===== src/rtl/sdw_pkg.sv =====
package sdw_pkg;

    typedef enum logic [1:0] {
        CMD_NOP   = 2'd0,
        CMD_ACT   = 2'd1,
        CMD_WRITE = 2'd2,
        CMD_PRE   = 2'd3
    } sdw_cmd_e;

    typedef enum logic [2:0] {
        S_IDLE  = 3'd0,
        S_CLOSE = 3'd1,
        S_OPEN  = 3'd2,
        S_WRITE = 3'd3,
        S_FLUSH = 3'd4
    } sdw_state_e;

endpackage


===== src/rtl/sdw_bank.sv =====
module sdw_bank #(
    parameter int ROW_W = 9,
    parameter int TRCD  = 2,
    parameter int TWR   = 2,
    parameter int TRP   = 3
) (
    input  logic             clk,
    input  logic             rst_n,
    input  logic             act_i,
    input  logic [ROW_W-1:0] row_i,
    input  logic             wr_i,
    input  logic             ap_i,
    input  logic             pre_i,
    input  logic             last_i,
    input  logic             busy_i,
    output logic             open_o,
    output logic [ROW_W-1:0] row_o,
    output logic             can_act_o,
    output logic             can_wr_o,
    output logic             can_pre_o
);
    localparam int TMAX = (TRCD > TWR) ? ((TRCD > TRP) ? TRCD : TRP)
                                       : ((TWR > TRP) ? TWR : TRP);
    localparam int CW = $clog2(TMAX + 1);

    logic             open_q, ap_q;
    logic [ROW_W-1:0] row_q;
    logic [CW-1:0]    rcd_q, wrc_q, rpc_q;
    logic             ap_close;

    // self-close fires TWR cycles after the last word of this bank's burst
    assign ap_close = ap_q && !busy_i && !last_i && (wrc_q == '0);

    always_ff @(posedge clk) begin
        if (!rst_n) begin
            open_q <= 1'b0;
            ap_q   <= 1'b0;
            row_q  <= '0;
            rcd_q  <= '0;
            wrc_q  <= '0;
            rpc_q  <= '0;
        end else begin
            if (act_i) begin
                open_q <= 1'b1;
                row_q  <= row_i;
            end else if (pre_i || ap_close) begin
                open_q <= 1'b0;
            end
            if (act_i)              rcd_q <= CW'(TRCD - 1);
            else if (rcd_q != '0)   rcd_q <= rcd_q - 1'b1;
            if (last_i)             wrc_q <= CW'(TWR - 1);
            else if (wrc_q != '0)   wrc_q <= wrc_q - 1'b1;
            if (pre_i || ap_close)  rpc_q <= CW'(TRP - 1);
            else if (rpc_q != '0)   rpc_q <= rpc_q - 1'b1;
            if (wr_i && ap_i)       ap_q  <= 1'b1;
            else if (ap_close)      ap_q  <= 1'b0;
        end
    end

    assign open_o    = open_q && !ap_q;
    assign row_o     = row_q;
    assign can_act_o = !open_q && !ap_q && (rpc_q == '0);
    assign can_wr_o  = open_q && !ap_q && (rcd_q == '0);
    assign can_pre_o = open_q && !ap_q && !busy_i && !last_i && (wrc_q == '0);
endmodule


===== src/rtl/sdw_beat.sv =====
module sdw_beat #(
    parameter int LEN_W = 9
) (
    input  logic             clk,
    input  logic             rst_n,
    input  logic             start_i,
    input  logic [LEN_W-1:0] len_i,
    input  logic             bank_i,
    output logic             beat_o,
    output logic             last_o,
    output logic             bank_o,
    output logic             active_o,
    output logic             cur_bank_o
);
    logic [LEN_W-1:0] rem_q;
    logic             act_q, bank_q;

    always_ff @(posedge clk) begin
        if (!rst_n) begin
            rem_q  <= '0;
            act_q  <= 1'b0;
            bank_q <= 1'b0;
        end else if (start_i) begin
            bank_q <= bank_i;
            act_q  <= (len_i > LEN_W'(1));
            rem_q  <= len_i - 1'b1;
        end else if (act_q) begin
            rem_q <= rem_q - 1'b1;
            if (rem_q == LEN_W'(1)) act_q <= 1'b0;
        end
    end

    assign beat_o     = start_i || act_q;
    assign bank_o     = start_i ? bank_i : bank_q;
    assign last_o     = start_i ? (len_i == LEN_W'(1)) : (act_q && rem_q == LEN_W'(1));
    assign active_o   = act_q;
    assign cur_bank_o = bank_q;
endmodule


===== src/rtl/sdw_seq.sv =====
module sdw_seq
    import sdw_pkg::*;
#(
    parameter int ADDR_W = 9,
    parameter int COL_W  = 8,
    parameter int DQ_W   = 16,
    parameter int TRCD   = 2,
    parameter int TWR    = 2,
    parameter int TRP    = 3
) (
    input  logic              clk,
    input  logic              rst_n,
    input  logic [2:0]        cfg_blen_i,
    input  logic              cfg_single_i,
    input  logic              req_valid_i,
    output logic              req_ready_o,
    input  logic              req_bank_i,
    input  logic [ADDR_W-1:0] req_row_i,
    input  logic [COL_W-1:0]  req_col_i,
    input  logic              req_ap_i,
    input  logic [DQ_W-1:0]   wdata_i,
    output logic              wd_take_o,
    output logic [1:0]        cmd_o,
    output logic              ba_o,
    output logic [ADDR_W-1:0] addr_o,
    output logic [DQ_W-1:0]   dq_o,
    output logic              dq_oe_o
);
    localparam int NBANK = 2;
    localparam int LEN_W = COL_W + 1;
    localparam int AP_BIT = COL_W;
    localparam logic [LEN_W-1:0] FULL_LEN = {1'b1, {COL_W{1'b0}}};

    sdw_state_e state_q, state_d;
    logic              q_bank, q_ap;
    logic [ADDR_W-1:0] q_row;
    logic [COL_W-1:0]  q_col;

    logic              bk_open    [NBANK];
    logic [ADDR_W-1:0] bk_row     [NBANK];
    logic              bk_can_act [NBANK];
    logic              bk_can_wr  [NBANK];
    logic              bk_can_pre [NBANK];

    logic act_fire, wr_fire, pre_fire, wr_ap;
    logic beat, beat_last, beat_bank, beat_active, beat_cur_bank;
    logic fp_eff;
    logic [LEN_W-1:0] blen;

    // effective burst length; a full page cannot close itself
    assign fp_eff = cfg_blen_i[2] && !cfg_single_i;
    always_comb begin
        if (cfg_single_i)       blen = LEN_W'(1);
        else if (cfg_blen_i[2]) blen = FULL_LEN;
        else                    blen = LEN_W'(1) << cfg_blen_i[1:0];
    end
    assign wr_ap = q_ap && !fp_eff;

    for (genvar b = 0; b < NBANK; b++) begin : g_bank
        sdw_bank #(
            .ROW_W (ADDR_W),
            .TRCD  (TRCD),
            .TWR   (TWR),
            .TRP   (TRP)
        ) bank_i (
            .clk       (clk),
            .rst_n     (rst_n),
            .act_i     (act_fire && q_bank == 1'(b)),
            .row_i     (q_row),
            .wr_i      (wr_fire && q_bank == 1'(b)),
            .ap_i      (wr_ap),
            .pre_i     (pre_fire && q_bank == 1'(b)),
            .last_i    (beat_last && beat_bank == 1'(b)),
            .busy_i    (beat_active && beat_cur_bank == 1'(b)),
            .open_o    (bk_open[b]),
            .row_o     (bk_row[b]),
            .can_act_o (bk_can_act[b]),
            .can_wr_o  (bk_can_wr[b]),
            .can_pre_o (bk_can_pre[b])
        );
    end

    sdw_beat #(.LEN_W(LEN_W)) beat_i (
        .clk        (clk),
        .rst_n      (rst_n),
        .start_i    (wr_fire),
        .len_i      (blen),
        .bank_i     (q_bank),
        .beat_o     (beat),
        .last_o     (beat_last),
        .bank_o     (beat_bank),
        .active_o   (beat_active),
        .cur_bank_o (beat_cur_bank)
    );

    // state register and request latch
    always_ff @(posedge clk) begin
        if (!rst_n) begin
            state_q <= S_IDLE;
            q_bank  <= 1'b0;
            q_row   <= '0;
            q_col   <= '0;
            q_ap    <= 1'b0;
        end else begin
            state_q <= state_d;
            if (state_q == S_IDLE && req_valid_i) begin
                q_bank <= req_bank_i;
                q_row  <= req_row_i;
                q_col  <= req_col_i;
                q_ap   <= req_ap_i;
            end
        end
    end

    // next state
    always_comb begin
        state_d = state_q;
        unique case (state_q)
            S_IDLE: if (req_valid_i) begin
                if (!bk_open[req_bank_i])                    state_d = S_OPEN;
                else if (bk_row[req_bank_i] == req_row_i)    state_d = S_WRITE;
                else                                         state_d = S_CLOSE;
            end
            S_CLOSE: if (bk_can_pre[q_bank]) state_d = S_OPEN;
            S_OPEN:  if (bk_can_act[q_bank]) state_d = S_WRITE;
            S_WRITE: if (bk_can_wr[q_bank] && !beat_active)
                         state_d = (q_ap && fp_eff) ? S_FLUSH : S_IDLE;
            S_FLUSH: if (bk_can_pre[q_bank]) state_d = S_IDLE;
            default: state_d = S_IDLE;
        endcase
    end

    // command outputs
    always_comb begin
        act_fire = 1'b0;
        wr_fire  = 1'b0;
        pre_fire = 1'b0;
        cmd_o    = CMD_NOP;
        addr_o   = '0;
        unique case (state_q)
            S_IDLE: ;
            S_CLOSE, S_FLUSH: if (bk_can_pre[q_bank]) begin
                pre_fire = 1'b1;
                cmd_o    = CMD_PRE;
            end
            S_OPEN: if (bk_can_act[q_bank]) begin
                act_fire = 1'b1;
                cmd_o    = CMD_ACT;
                addr_o   = q_row;
            end
            S_WRITE: if (bk_can_wr[q_bank] && !beat_active) begin
                wr_fire               = 1'b1;
                cmd_o                 = CMD_WRITE;
                addr_o[COL_W-1:0]     = q_col;
                addr_o[AP_BIT]        = wr_ap;
            end
            default: ;
        endcase
    end

    assign ba_o        = (cmd_o != CMD_NOP) ? q_bank : 1'b0;
    assign req_ready_o = (state_q == S_IDLE);
    assign wd_take_o   = beat;
    assign dq_oe_o     = beat;
    assign dq_o        = beat ? wdata_i : '0;
endmodule


===== config.mk =====
export PLATFORM = sky130hd
export DESIGN_NAME = sdw_seq
export DESIGN_NICKNAME = d
export VERILOG_FILES = /design/src/rtl/sdw_pkg.sv /design/src/rtl/sdw_bank.sv /design/src/rtl/sdw_beat.sv /design/src/rtl/sdw_seq.sv
export SDC_FILE = /design/constraint.sdc
export NUM_CORES = 1
export LEC_CHECK = 0
export BUFFER_PORTS_ARGS = -buffer_cell sky130_fd_sc_hd__buf_4
export CORE_ASPECT_RATIO = 0.6
export CORE_MARGIN = 3
export CORE_UTILIZATION = 44
export CTS_CLUSTER_DIAMETER = 30
export DETAILED_ROUTE_END_ITERATION = 16
export PLACE_DENSITY = 0.66
export SYNTH_ARGS = -nofsm -noshare
export SYNTH_HDL_FRONTEND = slang
export SYNTH_SLANG_ARGS = --single-unit

===== constraint.sdc =====
create_clock -name clk -period 2.3 [get_ports clk]
set_input_delay 0.23 -clock clk [delete_from_list [all_inputs] [get_ports clk]]
set_output_delay 0.23 -clock clk [all_outputs]
set_load 0.05 [all_outputs]

==> results.md, run 1 <==
* Run status: finished, final reports clean
* Gpl congestion at 0.856
* Worst skew pair latency at 0.34 ns
* Final setup violation count at 0
* CTS Root Cell: clkbuf_16
* Crit path from: g_bank[1].bank_i.rcd_q[0]
* Via Count at 3112
* Fin util at 64.4%
* Mapped Cells at 410
* Cell count after placement at 581
* Initial DRC count at 244
* Worst R2R Path Depth at 11
* Final period util at 100%
* # diodes at 0
* Die Span X at 122 um
* Pwr dens at 922 nW/um2
* Layout cells sized above 1 at 33.3%
* Peak supply drop at 0.000519 V
* FF+latch count, synth at 67
* Leading cell type in the layout, fill and taps excluded: buf_4
* Worst Path Required at 2.07 ns
* Net Sw Frac at 36.0%
* Ports at 73
* Pin count of the biggest net entering global routing at 38
* Max_cap viols at 0
* Vias in the first global route at 2999
* Leakage power at 1.98 nW
* Synth cell types at 59
* Placed Area at 4280 um2
* Cts hold-fix bufs at 0
* H-tree Lvls at 3
* GRT Total Usage at 20.9%
* Number of detailed-route iterations in the first pass at 4
* Crit path capture: cmd_o[0]
* Initial core utilization at 47.2%
* CP startpoint kind: flop
* Design area at 4870 um2
* Ys Warns at 0
* Routed wire length at 9280 um
* WP data arrival at 2.07 ns
* Biggest fanout along the worst timing path at 4
* Total grt overflow at 0
* Worst Setup End Kind: output pin
* Worst R2R Setup Slack at 0.17 ns
* Hold Startpoint: req_col_i[6]
* P&R area growth vs syn at 36.5%
* Final Total Pwr at 4.49 mW
* Worst hold path type: input pin to flop
* Placement Setup Slack at -0.228 ns
* Top FF cell, synth: dfxtp_1
* Fmax achieved at 0.435 GHz
* Syn Area/Cell at 8.70 um2
* Clock power frac at 27.5%
* Reg clk slew, reported paths at 0.05 ns
* CTS sink cnt at 67
* DR WL/cell at 15.2 um
* Area leader, netlist: dfxtp_1
* Most frequent cells in the layout: buf_4 (93), nand2_1 (66), dfxtp_1 (58), nor2b_1 (39), mux2i_1 (29)
* Final net count at 553
* Post-synthesis sequential area ratio at 37.6%
* Fin Clk Skew at 0.00396 ns
* Remaining DRCs at 0
* Sw Pwr at 1.62 mW
* Die area at 9260 um2
* Ys async rst share at 0%
* Dpl hpwl at 6410 um
* Cell row count at 24
* Max Root-Sink Buffers at 2
* RR Startpoint: beat_i.rem_q[1]
* Worst setup margin at 0.000391 ns
* Post-route insts no fill at 611
* Worst slew pin tran at 0.681 ns
* Share of the synthesized area in the top cell type at 37.6%
* DR vias/cell at 5.09
* Initial antenna violation count at 0
* EDFF count, synth at 0
* Reg2reg end: g_bank[1].bank_i.rpc_q[1]
* Mapped Area at 3570 um2
* RSZ-0062 raised after global routing: yes
* Min Tclk post-route at 2.30 ns
* Main area contributors after synthesis: dfxtp_1 (38%), mux2i_1 (8.1%), nand2_1 (7.2%)
* Sequential Power Share at 33.7%
* Hold Vio Cnt, Final at 0
* CTS Buf Count at 9
* First-pass GRT wire length at 14900 um
* Slew HR at 54.5%
* Die Y-Extent at 75.8 um
* Antenna viol nets, final at 0
* Cell Int Power at 2.87 mW
* Synth Net Count at 460
* Port bufs at 72
* Core area at 7570 um2
* Crit Path Category: flop to output pin
* Final Slew Violations at 0
* Comb pwr share at 38.8%
* CTS tree: built
registers in the layout, indices dropped and copies added (netlist names):
signal and count:
beat_i.active_o 1, beat_i.cur_bank_o 1, beat_i.rem_q 9, g_bank.bank_i.ap_q 2, g_bank.bank_i.open_q 2, g_bank.bank_i.rcd_q 4
g_bank.bank_i.row_o 18, g_bank.bank_i.rpc_q 4, g_bank.bank_i.wrc_q 4, q_ap 1, q_bank 1, q_col 8
q_row 9, state_q 3
kinds of logic (layout without fill, tap and decap cells):
kind of cell / Yosys count / count (layout) / share of synthesized area [%]
mux: 31 / 31 / 8.94
buf+inv: 44 / 140 / 5.54
fa+ha+maj: 8 / 8 / 2.81
xor+xnor: 23 / 23 / 5.65
compound gates: 74 / 74 / 15.6
flops: 67 / 67 / 37.6
simple gates: 163 / 164 / 23.9
through the flow:
step	hold slack [ns]	setup TNS, ns
after floorplan	0.375	-0.175
after global placement	0.441	-0.825
after detailed placement	0.458	-1.06
after CTS	0.150	-0.196
after global routing	0.161	-0.391
final	0.153	0
power groups by stage:
stage          registers, mW  logic (mW)  clock network, mW
2_1_floorplan           1.45        1.14                  0
3_3_place_gp            1.50        1.47                  0
3_5_place_dp            1.51        1.50                  0
4_1_cts                 1.50        1.67               1.25
5_1_grt                 1.53        1.90               1.31
6_report                1.51        1.74               1.24
synth_stat cells (2+ instances only):
cell	count
xnor2_1	9
a21oi_1	9
nand4_1	3
o21a_1	5
nor4b_1	2
and3_1	6
nor2b_1	40
or4_1	3
dfxtp_1	67
o2111ai_1	2
xor2_1	14
a22o_1	8
nand2_1	68
and2_1	4
a31oi_1	2
nor2_1	16
nor3_1	6
buf_2	7
inv_1	18
buf_4	4
o211a_1	2
o21ai_0	7
clkbuf_1	13
nand3_1	3
and4b_1	2
a21boi_0	21
mux2i_1	29
ha_1	8
o21ai_1	2
layout make-up:
| class | instances | area [um2] |
|---|---|---|
| fillers | 653 | 2700 |
| multi-input cells | 300 | 2180 |
| flip-flops and latches | 67 | 1360 |
| repair buffers | 107 | 868 |
| clock buffers | 13 | 250 |
| well taps | 104 | 130 |
| inverters | 18 | 67.6 |
| clock inverters | 2 | 12.5 |
worst min-delay path by stage:
stage                                           end  slack, ns  depth (start not counted)
after floorplan                            q_col[3]       0.37                          2
after global placement    g_bank[1].bank_i.rpc_q[0]       0.44                          1
after detailed placement  g_bank[1].bank_i.rpc_q[0]       0.46                          1
after CTS                                  q_col[6]       0.15                          3
after global routing                       q_col[3]       0.16                          3
final                                      q_col[6]       0.15                          3
per-layer routing:
metal / GRT usage, % / routed length (um)
met1: 29.2 / 4730
met3: 6.53 / 597
met4: 5.58 / 102
met5: 0 / 0
met2: 31.4 / 3850
timing repair:
action                                  4_1_cts  5_1_grt
resized for setup                            45       16
endpoints found under the setup margin       30       33
buffers inserted                             11        5
pin swaps                                    14       21
cloned                                        1        0
critical path, cell delays in order (launching register included):
cell,delay (ns)
dfxtp_2,0.34
inv_2,0.04
ha_4,0.15
and4b_2,0.24
o21ai_4,0.21
buf_6,0.15
o21ai_2,0.08
a21oi_2,0.18
o21ai_2,0.08
nand2b_1,0.10
buf_6,0.16
(Power assumes the default switching activity.)
==> run 2, diff against run 1 <==
- TNS_END_PERCENT: default -> 50
- clock period: 2.3 -> 2.6 ns (I/O delays scaled with it)
==> results.md, run 2 (synthesis results as in run 1) <==
* Run status: finished, final reports clean
* Crit path from: g_bank[1].bank_i.rcd_q[0]
* Max Root-Sink Buffers at 2 (unchanged)
* CP max-delay cell: mux2i_4
* Ports at 73 (unchanged)
* Slew HR at 49.7% (-4.7 points)
* Worst Path Buf+Inv at 2 (-1)
* Layout cells sized above 1 at 26.4% (-6.9 points)
* P&R area growth vs syn at 29.3%
* Reg clk slew, reported paths at 0.05 ns (about the same)
* CP cell instances: inv_1, ha_2, and4b_2, o21ai_4, mux2i_4, a21oi_4, o21ai_2, nand2b_1, buf_6
* Design area at 4610 um2 (-5.3%)
* Reg2reg end: beat_i.rem_q[5]
* Cell count after placement at 569 (-2.1%)
* Via Count at 3041 (-2.3%)
* CTS Root Cell: clkbuf_16
* Die area at 9260 um2 (unchanged)
* Biggest fanout along the worst timing path at 4 (unchanged)
* Cts hold-fix bufs at 0 (unchanged)
* TNS Setup at 0 ns (unchanged)
* Pwr dens at 825 nW/um2 (-11%)
* Worst slew pin tran at 0.754 ns (+0.0723 ns)
* Leakage power at 1.86 nW (-6.0%)
* Peak supply drop at 0.000479 V (-7.7%)
* Worst R2R Path Depth at 9 (-2)
* Final net count at 533 (-3.6%)
* CP startpoint kind: flop
* GRT Total Usage at 20.5% (-0.42 points)
* CTS tree: built
* Fmax achieved at 0.402 GHz
* Total grt overflow at 0 (unchanged)
* Hold Vio Cnt, Final at 0 (unchanged)
* RR Startpoint: g_bank[0].bank_i.rcd_q[0]
* Most frequent cells in the layout: buf_4 (84), nand2_1 (68), dfxtp_1 (63), nor2b_1 (39), mux2i_1 (29)
* Fin util at 61.0% (-3.4 points)
* Worst hold slack at 0.182 ns (+0.0285 ns)
* Net Sw Frac at 36.0% (-0.070 points)
* Antenna viol nets, final at 0 (unchanged)
* First-pass GRT wire length at 14600 um (-2.3%)
* Worst R2R Setup Slack at 0.48 ns (+0.31 ns)
* Initial DRC count at 150 (-39%)
* Critical Path Max Stage Delay at 0.34 ns (about the same)
* Sw Pwr at 1.37 mW (-15%)
* Crit-path leading delay family: compound AO/OA/AOI/OAI gates
* Number of detailed-route iterations in the first pass at 4 (unchanged)
* Leading cell type in the layout, fill and taps excluded: buf_4
* Critical Path Stages at 9 (-1)
* DR WL/cell at 14.8 um (-2.8%)
* Clock power frac at 29.8% (+2.3 points)
* Cell row count at 24 (unchanged)
* Routed wire length at 8740 um (-5.8%)
* Cell Int Power at 2.44 mW (-15%)
* Sequential Power Share at 34.5% (+0.8 points)
* Final setup violation count at 0 (unchanged)
* Die Span X at 122 um (unchanged)
* Worst hold path type: input pin to flop
* Worst Setup End Kind: output pin
* WP data arrival at 2.23 ns (+0.16 ns)
* Hold Path Sink: q_col[7]
* Dpl hpwl at 6230 um (-2.8%)
* Die Y-Extent at 75.8 um (unchanged)
* CTS Buf Count at 9 (unchanged)
* Final period util at 95.8%
* Min Tclk post-route at 2.49 ns
* Placement Setup Slack at -0.0193 ns (+0.209 ns)
* Post-route insts no fill at 592 (-3.1%)
* Final Slew Violations at 0 (unchanged)
* Fin Clk Skew at 0.00742 ns (+0.00345 ns)
* Vias in the first global route at 2968 (-1.0%)
* Pin count of the biggest net entering global routing at 68 (+79%)
* Initial core utilization at 47.2% (unchanged)
* Worst skew pair latency at 0.34 ns (about the same)
* Core area at 7570 um2 (unchanged)
* Port bufs at 72 (unchanged)
* Placed Area at 4180 um2 (-2.2%)
* Hold Startpoint: req_col_i[7]
* Initial antenna violation count at 0 (unchanged)
* Worst setup margin at 0.110 ns (+0.110 ns)
* # diodes at 0 (unchanged)
* Final Total Pwr at 3.80 mW (-15%)
* Worst Path Required at 2.34 ns (+0.27 ns)
* Comb pwr share at 35.7% (-3.1 points)
* Gpl congestion at 0.869 (+1.5%)
* Remaining DRCs at 0 (unchanged)
* H-tree Lvls at 3 (unchanged)
* Worst Hold Depth at 3 (unchanged)
* CTS sink cnt at 67 (unchanged)
* Max_cap viols at 0 (unchanged)
* Largest register FFs at 18 (unchanged)
* Crit Path Category: flop to output pin
* DR vias/cell at 5.14 (+0.85%)
==> run 2: per-layer routing <==
metal / vias up / GRT usage [%] / share of wire (%)
met2: 85 / 29.7 / 41
met1: 1411 / 28.6 / 51
met4: 0 / 7.07 / 1.5
met3: 8 / 6.75 / 7.0
li1: 1537 / - / -
met5: - / 0 / 0
==> run 2: how the worst max path moves through the flow <==
stage                      endpoint
after CTS                  cmd_o[0]
after detailed placement       ba_o
after global placement         ba_o
after global routing       cmd_o[0]
final                      cmd_o[0]
after floorplan           wd_take_o
==> run 2: timing repair <==
action / in CTS / in global routing
resized for setup: 6 / 20
pin swaps: 1 / 7
setup endpoints to repair: 8 / 19
buffers inserted: 3 / 4
==> run 2: worst min-delay path, cell delays in order <==
cell and delay, ns:
buf_4 0.11, nand2_1 0.04, a21boi_0 0.06
==> run 2: area by class of cell <==
type	count	area, um2
clock inverters	1	7.51
flip-flops and latches	67	1350
multi-input cells	299	2120
well taps	104	130
repair buffers	88	676
inverters	18	67.6
fillers	654	2950
clock buffers	15	268
==> run 2: power by group through the flow <==
stage / sequential [mW] / combinational (mW) / clock, mW
finish: 1.31 / 1.36 / 1.13
global route: 1.33 / 1.52 / 1.19
CTS: 1.30 / 1.31 / 1.15
detailed placement: 1.32 / 1.30 / 0
global placement: 1.32 / 1.28 / 0
floorplan: 1.28 / 1.01 / 0
==> run 3, diff against run 2 <==
- RECOVER_POWER: default -> 25
==> results.md, run 3 (synthesis results as in run 1) <==
* Die Y-Extent at 75.8 um (unchanged)
* Number of detailed-route iterations in the first pass at 4 (unchanged)
* P&R area growth vs syn at 29.2% (about the same)
* Largest register FFs at 18 (unchanged)
* Initial core utilization at 47.2% (unchanged)
* Worst Hold Depth at 3 (unchanged)
* Pin count of the biggest net entering global routing at 68 (unchanged)
* DR WL/cell at 14.7 um (-0.11%)
* Worst R2R Path Depth at 9 (unchanged)
* CTS Buf Count at 9 (unchanged)
* Hold Vio Cnt, Final at 0 (unchanged)
* Final period util at 95.8% (about the same)
* Leading cell type in the layout, fill and taps excluded: buf_4
* Cts hold-fix bufs at 0 (unchanged)
* CTS tree: built
* Biggest fanout along the worst timing path at 4 (unchanged)
* Layout cells sized above 1 at 26.2% (-0.20 points)
* Routed wire length at 8730 um (-0.11%)
* Worst slew pin tran at 0.756 ns (+0.00226 ns)
* RR Startpoint: g_bank[0].bank_i.rcd_q[0]
* Gr busiest metal: met2
* Design area at 4610 um2 (about the same)
* Core area at 7570 um2 (unchanged)
* M1 GR Usage at 28.6% (unchanged)
* Cell count after placement at 569 (unchanged)
* Pwr dens at 823 nW/um2 (-0.17%)
* Worst Path Required at 2.34 ns (about the same)
* Min Tclk post-route at 2.49 ns (+0.0000220 ns)
* Worst hold slack at 0.182 ns (-0.0000290 ns)
* Worst setup margin at 0.110 ns (-0.0000220 ns)
* Final Slew Violations at 0 (unchanged)
* Antenna viol nets, final at 0 (unchanged)
* Grt met2 use at 29.7% (unchanged)
* Leakage power at 1.86 nW (-0.19%)
* Fin util at 60.9% (about the same)
* # diodes at 0 (unchanged)
* Vias in the first global route at 2968 (unchanged)
* Met3 GRT Util at 6.75% (unchanged)
* Initial antenna violation count at 0 (unchanged)
* Worst skew pair latency at 0.34 ns (about the same)
* Remaining DRCs at 0 (unchanged)
* Final setup violation count at 0 (unchanged)
* Placed Area at 4180 um2 (unchanged)
* Max_cap viols at 0 (unchanged)
* Gpl congestion at 0.869 (unchanged)
* CTS Root Cell: clkbuf_16
* Die area at 9260 um2 (unchanged)
* Worst R2R Setup Slack at 0.48 ns (about the same)
* DR vias/cell at 5.14 (about the same)
* Reg2reg end: beat_i.rem_q[5]
* Dpl hpwl at 6230 um (unchanged)
* Register Area at 1350 um2 (unchanged)
* Final net count at 533 (unchanged)
* Ports at 73 (unchanged)
* Port bufs at 72 (unchanged)
* First-pass GRT wire length at 14600 um (unchanged)
* Worst hold path type: input pin to flop
* Placement Setup Slack at -0.0193 ns (unchanged)
* Cell row count at 24 (unchanged)
* H-tree Lvls at 3 (unchanged)
* Hold Startpoint: req_col_i[7]
* Max Root-Sink Buffers at 2 (unchanged)
* Crit Path Category: flop to output pin
* TNS Setup at 0 ns (unchanged)
* Slew HR at 49.6% (-0.15 points)
* Die Span X at 122 um (unchanged)
* GRT Total Usage at 20.5% (unchanged)
* Final Total Pwr at 3.80 mW (-0.26%)
* Run status: finished, final reports clean
* Fmax achieved at 0.402 GHz (about the same)
* Post-route insts no fill at 592 (unchanged)
* Fin Clk Skew at 0.00731 ns (-0.000102 ns)
* WP data arrival at 2.23 ns (about the same)
* Total grt overflow at 0 (unchanged)
* Hold Path Sink: q_col[7]
* Via Count at 3043 (+0.066%)
* Area of the multi-input gates at 2120 um2 (unchanged)
* CP startpoint kind: flop
* CTS sink cnt at 67 (unchanged)
* Peak supply drop at 0.000454 V (-5.2%)
* Number of fill cells at 656 (+0.31%)
* Most frequent cells in the layout: buf_4 (83), nand2_1 (68), dfxtp_1 (63), nor2b_1 (39), mux2i_1 (29)
* Worst Setup End Kind: output pin
* Initial DRC count at 150 (unchanged)
* Reg clk slew, reported paths at 0.05 ns (about the same)
[run 3: cell count changes in the layout (fill, tap and decap cells not counted)]
cell,previous run,this run
clkbuf_1,4,5
buf_4,84,83
[run 3: critical path, cell delays in order, from the launching register on]
cell and delay [ns]:
dfxtp_2 0.33, inv_1 0.04, ha_2 0.20, and4b_2 0.24, o21ai_4 0.23, mux2i_4 0.34
a21oi_4 0.10, o21ai_2 0.17, nand2b_1 0.09, buf_6 0.15
[run 3: layout make-up]
type                    instances  area share, %
clock buffers                  15           5.81
repair buffers                 88           14.6
multi-input cells             299           46.0
well taps                     104           2.82
inverters                      18           1.47
flip-flops and latches         67           29.2
clock inverters                 1          0.163
[run 3: per-layer routing]
metal | vias up | wire length [um]
met5 | - | 0
met4 | 0 | 133
met3 | 8 | 617
met2 | 85 | 3570
met1 | 1413 | 4410
li1 | 1537 | -
[run 3: what timing repair did]
item / CTS / global route
buffers inserted: 3 / 4
hold endpoints to repair: 0 / 0
setup endpoints to repair: 8 / 19
resized for setup: 6 / 20
pin swaps: 1 / 7
[run 3: how the worst max path moves through the flow]
stage | start | end | slack (ns) | cells after the start
final | g_bank[1].bank_i.rcd_q[0] | cmd_o[0] | 0.11 | 9
after global routing | g_bank[0].bank_i.rcd_q[0] | cmd_o[0] | -0.004 | 9
after CTS | g_bank[1].bank_i.rcd_q[0] | cmd_o[0] | 0.001 | 9
after detailed placement | cfg_blen_i[2] | ba_o | -0.02 | 8
after global placement | cfg_blen_i[2] | ba_o | 0.03 | 8
after floorplan | g_bank[0].bank_i.rcd_q[0] | wd_take_o | 0.14 | 9
[run 3: where the power goes]
group	internal [mW]	switching, mW	total (mW)
logic	0.541	0.808	1.35
registers	1.19	0.124	1.31
clock network	0.699	0.436	1.13
